File: config.mk
export PLATFORM = sky130hd
export DESIGN_NAME = sel_top_counter
export DESIGN_NICKNAME = d
export VERILOG_FILES = /design/src/rtl/sel_top_counter.sv
export SDC_FILE = /design/constraint.sdc
export NUM_CORES = 1
export LEC_CHECK = 0
export BUFFER_PORTS_ARGS = -buffer_cell sky130_fd_sc_hd__buf_2
export CAP_MARGIN = 20
export CORE_UTILIZATION = 35
export DETAILED_ROUTE_END_ITERATION = 7
export HOLD_SLACK_MARGIN = 0.08
export SYNTH_ARGS = -nofsm -noshare
export SYNTH_HDL_FRONTEND = slang
export SYNTH_SLANG_ARGS = --single-unit
export TNS_END_PERCENT = 30
File: constraint.sdc
create_clock -name clk -period 2.8 [get_ports clk]
set_input_delay 0.42 -clock clk [delete_from_list [all_inputs] [get_ports clk]]
set_output_delay 0.42 -clock clk [all_outputs]
set_load 0.02 [all_outputs]
File: src/rtl/sel_top_counter.sv
module sel_top_counter #(
  parameter int W   = 16,
  parameter int NCH = 3
) (
  input  logic           clk,
  input  logic           rst_n,
  input  logic           tick,
  input  logic [2:0]     clk_sel,
  input  logic [2:0]     mode,
  input  logic [NCH-1:0] cmp_wr,
  input  logic           cap_wr,
  input  logic [W-1:0]   wr_data,
  input  logic [NCH-1:0] tgl_en,
  input  logic [NCH-1:0] flag_clr,
  input  logic           ovf_clr,
  output logic [W-1:0]   count,
  output logic [NCH-1:0] match_flag,
  output logic           ovf_flag,
  output logic [NCH-1:0] wave
);
  localparam logic [W-1:0] LIM8  = W'(255);
  localparam logic [W-1:0] LIM9  = W'(511);
  localparam logic [W-1:0] LIM10 = W'(1023);
  localparam logic [W-1:0] LIMAX = '1;
  localparam logic [W-1:0] ONE   = W'(1);

  logic [W-1:0] cmp_buf [NCH];
  logic [W-1:0] cmp_act [NCH];
  logic [W-1:0] cap_reg;
  logic [W-1:0] top;

  wire running = (clk_sel != 3'd0);
  wire adv     = tick & running;
  wire wrap    = adv & (count == top);
  wire xfer    = wrap | ~running;

  always_comb begin
    case (mode)
      3'd1:    top = LIM8;
      3'd2:    top = LIM9;
      3'd3:    top = LIM10;
      3'd4:    top = cmp_act[0];
      3'd5:    top = cap_reg;
      default: top = LIMAX;
    endcase
  end

  always_ff @(posedge clk or negedge rst_n) begin
    if (!rst_n)    count <= '0;
    else if (wrap) count <= '0;
    else if (adv)  count <= count + ONE;
  end

  always_ff @(posedge clk or negedge rst_n) begin
    if (!rst_n)                      ovf_flag <= 1'b0;
    else if (adv && count == LIMAX)  ovf_flag <= 1'b1;
    else if (ovf_clr)                ovf_flag <= 1'b0;
  end

  always_ff @(posedge clk or negedge rst_n) begin
    if (!rst_n)      cap_reg <= '0;
    else if (cap_wr) cap_reg <= wr_data;
  end

  for (genvar i = 0; i < NCH; i++) begin : g_ch
    wire hit     = adv & (count == cmp_act[i]);
    wire blocked = (i == 0) && (mode == 3'd4);

    always_ff @(posedge clk or negedge rst_n) begin
      if (!rst_n) begin
        cmp_buf[i] <= '0;
        cmp_act[i] <= '0;
      end else begin
        if (cmp_wr[i]) cmp_buf[i] <= wr_data;
        if (xfer)      cmp_act[i] <= cmp_buf[i];
      end
    end

    always_ff @(posedge clk or negedge rst_n) begin
      if (!rst_n)           match_flag[i] <= 1'b0;
      else if (hit)         match_flag[i] <= 1'b1;
      else if (flag_clr[i]) match_flag[i] <= 1'b0;
    end

    always_ff @(posedge clk or negedge rst_n) begin
      if (!rst_n)                    wave[i] <= 1'b0;
      else if (!tgl_en[i] || blocked) wave[i] <= 1'b0;
      else if (hit)                  wave[i] <= ~wave[i];
    end
  end
endmodule

==> flow_metrics.py, run 1 <==
metrics = {
    "sta": {
        "hold_viol_final": 0,
        "finalSetupViolations": 0,
        "drv_slew": 0,
        "rsz0062_at_grt": "no",
        "max-slew-margin-rel": 0.5683,
        "fmax_mhz": 392.5,
        "fin_crit_ns": 2.548,
        "setup-tns-final_ns": 0,
        "setup_ws_ns": 0.2523,
        "tightest_slew_ns": 0.6475,
        "finClkSkew_ns": 0.01194,
        "period_share": 0.9099,
    },
    "detailed_routing": {
        "drtPass1Iterations": 7,
        "vias": 4320,
        "drt-total-wl_um": 15280,
        "wl_per_cell_um": 18.33,
        "ant_nets": 0,
        "drc": 14,
        "drtIter0Drc": 286,
        "vias_per_cell": 5.180,
    },
    "global_route": {
        "grt.total_usage": 0.1708,
        "grt.busiest_layer": "met2",
        "grt_use_met1": 0.2244,
        "met3_usage": 0.03187,
        "grt_pass1_vias": 4504,
        "grt_max_degree": 69,
        "grt_pass1_wl_um": 24890,
        "antenna_found_initial": 0,
        "use_met2": 0.2744,
        "grt_remaining_overflow": 0,
    },
    "floorplan": {
        "pin_count": 59,
        "die_w_um": 138.2,
        "core_area_sq_um": 18090,
        "die_h_um": 138.2,
        "rows": 49,
        "initial_core_util": 0.3592,
        "die-area_sq_um": 19110,
    },
    "logic_synthesis": {
        "synth_nets": 568,
        "yosys.area.top_type": "dfrtp_1",
        "synth_most_common_cell": "dfrtp_1",
        "ys.flop_type": "dfrtp_1",
        "yosysWarnings": 0,
        "yosys-top-cells-count": "135 x dfrtp_1, 110 x mux2_2, 56 x xnor2_1, 28 x nand2_1",
        "synthArstFlopShare": 1.000,
        "seq_area_frac_synth": 0.5200,
        "synth_seq_cells": 135,
        "yosys-top-cells-area": "dfrtp_1 52%, mux2_2 19%, xnor2_1 7.6%",
        "synth_cells": 531,
        "synth_area_per_cell_sq_um": 12.23,
        "synthDistinctLibCells": 47,
        "synth_edf_count": 0,
        "synth_area_sq_um": 6496,
        "synth_top_area_frac": 0.5200,
    },
    "finish": {
        "nNetsFinal": 629,
        "antenna_cells": 0,
        "reg.largest.list": "cmp_act: 48 flops, cmp_buf: 48 flops",
        "final_cells": 834,
        "area_growth_pct": 19.34,
        "register_area_sq_um": 3378,
        "nFillCells": 1639,
        "layout-drive-gt1-share": 0.3769,
        "multi_input_area_sq_um": 2887,
    },
    "run_status": {
        "violations": "DRC",
        "status": "complete, but fails checks",
    },
    "critical_path": {
        "cp.required_ns": 3.10,
        "r2r_start": "count[12]$_DFFE_PN0P_",
        "critPathLaunchType": "flip-flop",
        "path_class": "reg2reg",
        "end_kind": "flip-flop",
        "ff2ff_path_depth": 8,
        "crit_arrival_ns": 2.85,
        "reg2reg_slack_ns": 0.25,
        "crit_fanout": 38,
        "r2r_end": "cmp_act[37]$_DFFE_PN0P_",
    },
    "worst_hold_path": {
        "hold-path-endpoint": "match_flag[0]$_DFFE_PN0P_",
        "min_from": "flag_clr[0]",
        "hold-path-cell-count": 2,
        "hold_class": "in2reg",
    },
    "place": {
        "portBuffers": 58,
        "place_ws_ns": -0.06832,
        "gp_congestion": 0.8369,
        "post-place-cells": 801,
        "hpwl_um": 11290,
    },
    "job": {
        "cap_violations": 0,
    },
    "cts": {
        "clkTransAtPathRegs_ns": 0.06,
        "cts_setup_buffers": 0,
        "ctsRootBufferMaster": "clkbuf_16",
        "cts_max_path_buffers": 2,
        "insertion_delay_ns": 0.43,
        "numCtsBuffers": 17,
        "cts.sinks": 135,
        "htree_levels": 4,
        "cts_tree": "done",
        "post_cts_resized": 0,
    },
    "power": {
        "peakVddDrop_mv": 0.3454,
        "power.leakage_nw": 3.354,
        "p_total_mw": 6.038,
        "cellPowerDensity_nw_per_um2": 778.8,
    },
}
==> report_power, final <==
part	switching, mW	internal, mW
registers	0.277	2.25
logic	0.548	0.578
clock network	0.868	1.52
==> routing by layer <==
metal | wire [um] | vias to the layer above
li1 | - | 1976
met1 | 7101 | 2212
met2 | 7281 | 109
met3 | 575 | 23
met4 | 327 | 0
met5 | 0 | -
==> cell families after synthesis <==
kind of cell             Yosys count  share of synthesized area
adder cells (fa/ha/maj)            1                   0.001926
buffers and inverters             52                    0.03736
XOR/XNOR                          77                     0.1038
multiplexers                     120                     0.2067
AND/OR/NAND/NOR                  102                    0.08475
AO/OA/AOI/OAI                     44                    0.04545
flip-flops                       135                     0.5200
==> through the flow <==
step / hold WS (ns) / area, sq um / utilization
2_1_floorplan: 0.1244 / 6496 / -
3_3_place_gp: 0.4614 / 7103 / 0.3927
3_5_place_dp: 0.4761 / 7103 / 0.3927
4_1_cts: 0.1667 / 7752 / 0.4286
5_1_grt: 0.1784 / 7752 / 0.4286
6_report: 0.1869 / 7752 / 0.4286
==> critical path, cell delays in order (launching register included) <==
cell and delay (ns):
dfrtp_1 0.65, o21ai_0 0.21, o221ai_1 0.31, nand3_1 0.12
nor4b_1 0.38, buf_4 0.19, a21boi_4 0.06, buf_12 0.18
mux2_1 0.33
==> timing repair <==
| action | in CTS | in global routing |
|---|---|---|
| hold endpoints to repair | 66 | 0 |
| setup endpoints to repair | 0 | 0 |
| hold buffers | 1 | 0 |
==> worst max-delay path by stage <==
stage | cells past startpoint | slack, ns | end | startpoint
finish | 8 | 0.25 | cmp_act[37]$_DFFE_PN0P_ | count[12]$_DFFE_PN0P_
floorplan | 11 | 0.23 | cmp_act[38]$_DFFE_PN0P_ | mode[0]
global route | 8 | 0.20 | cmp_act[37]$_DFFE_PN0P_ | count[12]$_DFFE_PN0P_
CTS | 8 | 0.29 | cmp_act[37]$_DFFE_PN0P_ | count[12]$_DFFE_PN0P_
detailed placement | 11 | -0.07 | cmp_act[37]$_DFFE_PN0P_ | mode[0]
global placement | 11 | 0.01 | cmp_act[37]$_DFFE_PN0P_ | mode[0]
==> layout make-up <==
cell class,instances,area share
timing repair buffer,82,0.06666
sequential,135,0.4358
clock inverter,14,0.02582
inverter,12,0.005810
clock buffer,18,0.05665
multi-input combinational,344,0.3723
tap,229,0.03696
==> placed cells by master, fill, tap and decap left out, types with 4 or more instances in the layout <==
master / synthesis / final
dfrtp_1: 135 / 135
mux2_2: 110 / 110
buf_2: 7 / 57
xnor2_1: 56 / 56
nand2_1: 28 / 28
xor2_1: 21 / 21
buf_4: 0 / 20
clkbuf_16: 0 / 17
nor2_1: 16 / 16
nand4_1: 15 / 15
inv_1: 12 / 12
a21oi_1: 11 / 11
o21ai_0: 11 / 11
nand3_1: 8 / 8
mux2i_1: 7 / 7
and3_1: 6 / 6
nor3_1: 6 / 6
o221ai_1: 5 / 5
clkinv_4: 0 / 5
and2_1: 4 / 4
a211o_1: 4 / 4
bufinv_16: 0 / 4
Note: power is estimated with default switching activity, not from simulation.
==> run 2, diff against run 1 <==
- CORE_UTILIZATION: 35 -> 30
==> flow_metrics.py, run 2 (synthesis gave the netlist of run 1 again) <==
metrics = {
    "detailed_routing": {
        "drtPass1Iterations": 4,
        "drc": 0,
        "wl_per_cell_um": 17.29,
        "drt-total-wl_um": 15270,
        "ant_nets": 0,
        "drtIter0Drc": 162,
        "vias": 4243,
        "vias_per_cell": 4.805,
    },
    "place": {
        "gp_congestion": 0.8646,
        "hpwl_um": 11650,
        "portBuffers": 58,
    },
    "finish": {
        "layout_common_cells": "135 x dfrtp_1, 110 x mux2_2, 57 x buf_2",
        "layout-drive-gt1-share": 0.3783,
        "layout_commonest_cell": "dfrtp_1",
        "reg.largest.list": "cmp_act: 48 flops, cmp_buf: 48 flops",
        "utilization": 0.3691,
        "area_growth_pct": 20.20,
        "nNetsFinal": 632,
        "antenna_cells": 0,
    },
    "floorplan": {
        "initial_core_util": 0.3071,
        "rows": 53,
        "core_area_sq_um": 21150,
        "die_w_um": 149.2,
        "die_h_um": 149.2,
        "die-area_sq_um": 22250,
        "pin_count": 59,
    },
    "global_route": {
        "grt_remaining_overflow": 0,
        "grt_max_degree": 57,
        "grt.total_usage": 0.1480,
        "grt_pass1_vias": 4465,
        "grt_pass1_wl_um": 24630,
        "antenna_found_initial": 0,
    },
    "sta": {
        "max-slew-margin-rel": 0.6552,
        "tightest_slew_ns": 0.5173,
        "hold_viol_final": 0,
        "drv_slew": 0,
        "fin_crit_ns": 2.488,
        "fmax_mhz": 401.9,
        "period_share": 0.8885,
        "finClkSkew_ns": 0.008090,
        "rsz0062_at_grt": "no",
        "hold_ws_ns": 0.1880,
        "finalSetupViolations": 0,
    },
    "cts": {
        "cts_tree": "done",
        "numCtsBuffers": 17,
        "cts_setup_buffers": 0,
        "insertion_delay_ns": 0.42,
        "hold_buffers": 1,
        "cts.sinks": 135,
        "clkTransAtPathRegs_ns": 0.06,
        "post_cts_resized": 0,
        "htree_levels": 4,
        "cts_max_path_buffers": 2,
        "ctsRootBufferMaster": "clkbuf_16",
    },
    "power": {
        "p_total_mw": 5.936,
        "p_sw_mw": 1.692,
        "power.leakage_nw": 3.353,
        "p_int_mw": 4.244,
        "comb_power_share": 0.195,
        "swShare": 0.2851,
        "cellPowerDensity_nw_per_um2": 760.2,
        "peakVddDrop_mv": 0.3888,
        "seqPwrFrac": 0.423,
        "p_clk_frac": 0.383,
    },
    "critical_path": {
        "critPathLaunchType": "flip-flop",
        "r2r_start": "count[13]$_DFFE_PN0P_",
        "end_kind": "flip-flop",
        "crit_fanout": 10,
        "cp-startpoint": "count[13]$_DFFE_PN0P_",
        "cp.required_ns": 3.10,
        "crit_arrival_ns": 2.79,
        "path_class": "reg2reg",
    },
    "job": {
        "cap_violations": 0,
    },
    "run_status": {
        "status": "finished, final reports clean",
    },
    "worst_hold_path": {
        "hold_class": "in2reg",
        "min_from": "flag_clr[0]",
    },
}
-- run 2: final cells by class --
class	count	area, sq um
Timing Repair Buffer	85	551.8
Sequential cell	135	3378
Fill cell	2038	13350
Tap cell	275	344.1
Clock inverter	14	173.9
Multi-Input combinational cell	344	2887
Inverter	12	45.04
Clock buffer	18	429.2
-- run 2: path summary, 6_finish.rpt --
path                                        endpoint  slack, ns  cells after the start
setup reg to reg             cmp_act[21]$_DFFE_PN0P_       0.31                      9
hold / removal             match_flag[0]$_DFFE_PN0P_       0.19                      2
min in group asynchronous    cap_reg[11]$_DFFE_PN0P_       0.52                      2
hold reg to reg              cmp_act[36]$_DFFE_PN0P_       0.49                      1
setup / recovery             cmp_act[21]$_DFFE_PN0P_       0.31                      9
max in group asynchronous    cmp_act[14]$_DFFE_PN0P_       1.42                      3
-- run 2: power groups by stage --
stage / clock network [mW] / registers, mW / logic, mW
after floorplan: 0 / 2.47 / 0.792
after global placement: 0 / 2.54 / 1.12
after detailed placement: 0 / 2.55 / 1.16
after CTS: 2.31 / 2.51 / 1.17
after global routing: 2.40 / 2.55 / 1.25
final: 2.27 / 2.51 / 1.16
-- run 2: stage by stage --
step | setup slack [ns] | instances | instance area, sq um | TNS [ns]
2_1_floorplan | 0.2276 | 531 | 6496 | 0
3_3_place_gp | -0.02515 | 850 | 7196 | -0.3111
3_5_place_dp | -0.005249 | 850 | 7196 | -0.02772
4_1_cts | 0.3243 | 883 | 7809 | 0
5_1_grt | 0.1643 | 883 | 7809 | 0
6_report | 0.3121 | 883 | 7809 | 0
-- run 2: worst max-delay path, stage by stage (launching register included) --
cell and delay (ns):
dfrtp_1 0.59, inv_1 0.16, a211o_1 0.30, o221ai_1 0.11
nand3_1 0.12, nor4b_1 0.34, buf_4 0.18, a21boi_4 0.09
buf_4 0.20, mux2_2 0.28
-- run 2: layer usage --
metal	GRT usage	routed length (um)
met3	0.04648	807
met1	0.1902	7116
met2	0.2370	7104
met5	0	0
met4	0.04490	242
==> run 3, diff against run 2 <==
- CTS_BUF_LIST: unset -> sky130_fd_sc_hd__clkbuf_16
==> flow_metrics.py, run 3 (synthesis gave the netlist of run 1 again) <==
metrics = {
    "sta": {
        "fmax_mhz": 401.9,
        "max-slew-margin-rel": 0.6552,
        "drv_slew": 0,
        "hold_viol_final": 0,
        "finClkSkew_ns": 0.008090,
        "tightest_slew_ns": 0.5173,
        "finalSetupViolations": 0,
        "rsz0062_at_grt": "no",
        "fin_crit_ns": 2.488,
        "period_share": 0.8885,
    },
    "global_route": {
        "antenna_found_initial": 0,
        "grt_pass1_vias": 4465,
        "grt_remaining_overflow": 0,
        "grt.total_usage": 0.1480,
        "grt_pass1_wl_um": 24630,
        "grt_max_degree": 57,
    },
    "finish": {
        "area_growth_pct": 20.20,
        "nFillCells": 2038,
        "antenna_cells": 0,
        "layout_commonest_cell": "dfrtp_1",
        "register_area_sq_um": 3378,
        "final_cells": 883,
        "layout_common_cells": "135 x dfrtp_1, 110 x mux2_2, 57 x buf_2",
        "nNetsFinal": 632,
        "multi_input_area_sq_um": 2887,
        "reg.largest.list": "cmp_act: 48 flops, cmp_buf: 48 flops",
        "layout-drive-gt1-share": 0.3783,
    },
    "detailed_routing": {
        "wl_per_cell_um": 17.29,
        "drt-total-wl_um": 15270,
        "drtIter0Drc": 162,
        "ant_nets": 0,
        "vias": 4243,
        "drc": 0,
        "drtPass1Iterations": 4,
        "vias_per_cell": 4.805,
    },
    "power": {
        "p_total_mw": 5.933,
        "power.leakage_nw": 3.357,
        "peakVddDrop_mv": 0.3888,
        "cellPowerDensity_nw_per_um2": 759.8,
    },
    "critical_path": {
        "r2r_start": "count[13]$_DFFE_PN0P_",
        "cp-startpoint": "count[13]$_DFFE_PN0P_",
        "cp.required_ns": 3.10,
        "crit_path_end": "cmp_act[21]$_DFFE_PN0P_",
        "reg2reg_slack_ns": 0.31,
        "end_kind": "flip-flop",
        "path_class": "reg2reg",
        "crit_fanout": 10,
        "critPathLaunchType": "flip-flop",
        "r2r_end": "cmp_act[21]$_DFFE_PN0P_",
        "ff2ff_path_depth": 9,
        "crit_arrival_ns": 2.79,
    },
    "cts": {
        "htree_levels": 4,
        "ctsRootBufferMaster": "clkbuf_16",
        "cts_max_path_buffers": 2,
        "numCtsBuffers": 17,
        "insertion_delay_ns": 0.42,
        "clkTransAtPathRegs_ns": 0.06,
        "cts.sinks": 135,
        "cts_tree": "done",
    },
    "job": {
        "cap_violations": 0,
    },
    "place": {
        "gp_congestion": 0.8646,
        "hpwl_um": 11650,
        "portBuffers": 58,
        "post-place-cells": 850,
    },
    "floorplan": {
        "core_area_sq_um": 21150,
        "pin_count": 59,
        "die_h_um": 149.2,
        "die_w_um": 149.2,
        "rows": 53,
        "die-area_sq_um": 22250,
        "initial_core_util": 0.3071,
    },
    "run_status": {
        "status": "finished, final reports clean",
    },
    "worst_hold_path": {
        "min_from": "flag_clr[0]",
        "hold_class": "in2reg",
    },
}
## run 3: cell count changes in the layout (fill, tap and decap cells not counted)
cell	delta
inv_1	+1
clkbuf_1	-1
## run 3: through the flow
stage	setup TNS, ns	util	worst slack [ns]	instance area, sq um	hold WS (ns)
after CTS	0	0.3691	0.3243	7809	0.1743
final	0	0.3691	0.3121	7809	0.1880
after global routing	0	0.3691	0.1643	7809	0.1888
after detailed placement	-0.02772	0.3402	-0.005249	7196	0.4129
after global placement	-0.3111	0.3402	-0.02515	7196	0.4027
after floorplan	0	-	0.2276	6496	0.1244
## run 3: cell type report
class                      instances  share of cell area
clock buffer                      17             0.05448
clock inverter                    15             0.02275
inverter                          12            0.005768
multi-input combinational        344              0.3697
sequential                       135              0.4326
tap                              275             0.04406
timing repair buffer              85             0.07066
## run 3: worst min path at each step
stage | end | cells after the start
2_1_floorplan | cap_reg[0]$_DFFE_PN0P_ | 0
3_3_place_gp | cap_reg[11]$_DFFE_PN0P_ | 1
3_5_place_dp | cap_reg[11]$_DFFE_PN0P_ | 1
4_1_cts | match_flag[0]$_DFFE_PN0P_ | 2
5_1_grt | match_flag[0]$_DFFE_PN0P_ | 2
6_report | match_flag[0]$_DFFE_PN0P_ | 2
## run 3: timing repair
item	CTS	global route
buffers inserted	0	0
hold buffers	1	0
endpoints found under the hold margin	53	0
resized for setup	0	0
setup endpoints to repair	0	0
## run 3: metal layers
metal	up-vias	wire (um)	GRT usage
li1	1984	-	-
met1	2128	7116	0.1902
met3	19	807	0.04648
met5	-	0	0
met4	0	242	0.04490
met2	112	7104	0.2370
## run 3: where the power goes
group	internal [mW]	total (mW)	switching (mW)
logic	0.590	1.16	0.565
registers	2.25	2.51	0.263
clock network	1.40	2.27	0.865
## run 3: worst max-delay path: stages (launching register included)
cell	delay [ns]
dfrtp_1	0.59
inv_1	0.16
a211o_1	0.30
o221ai_1	0.11
nand3_1	0.12
nor4b_1	0.34
buf_4	0.18
a21boi_4	0.09
buf_4	0.20
mux2_2	0.28
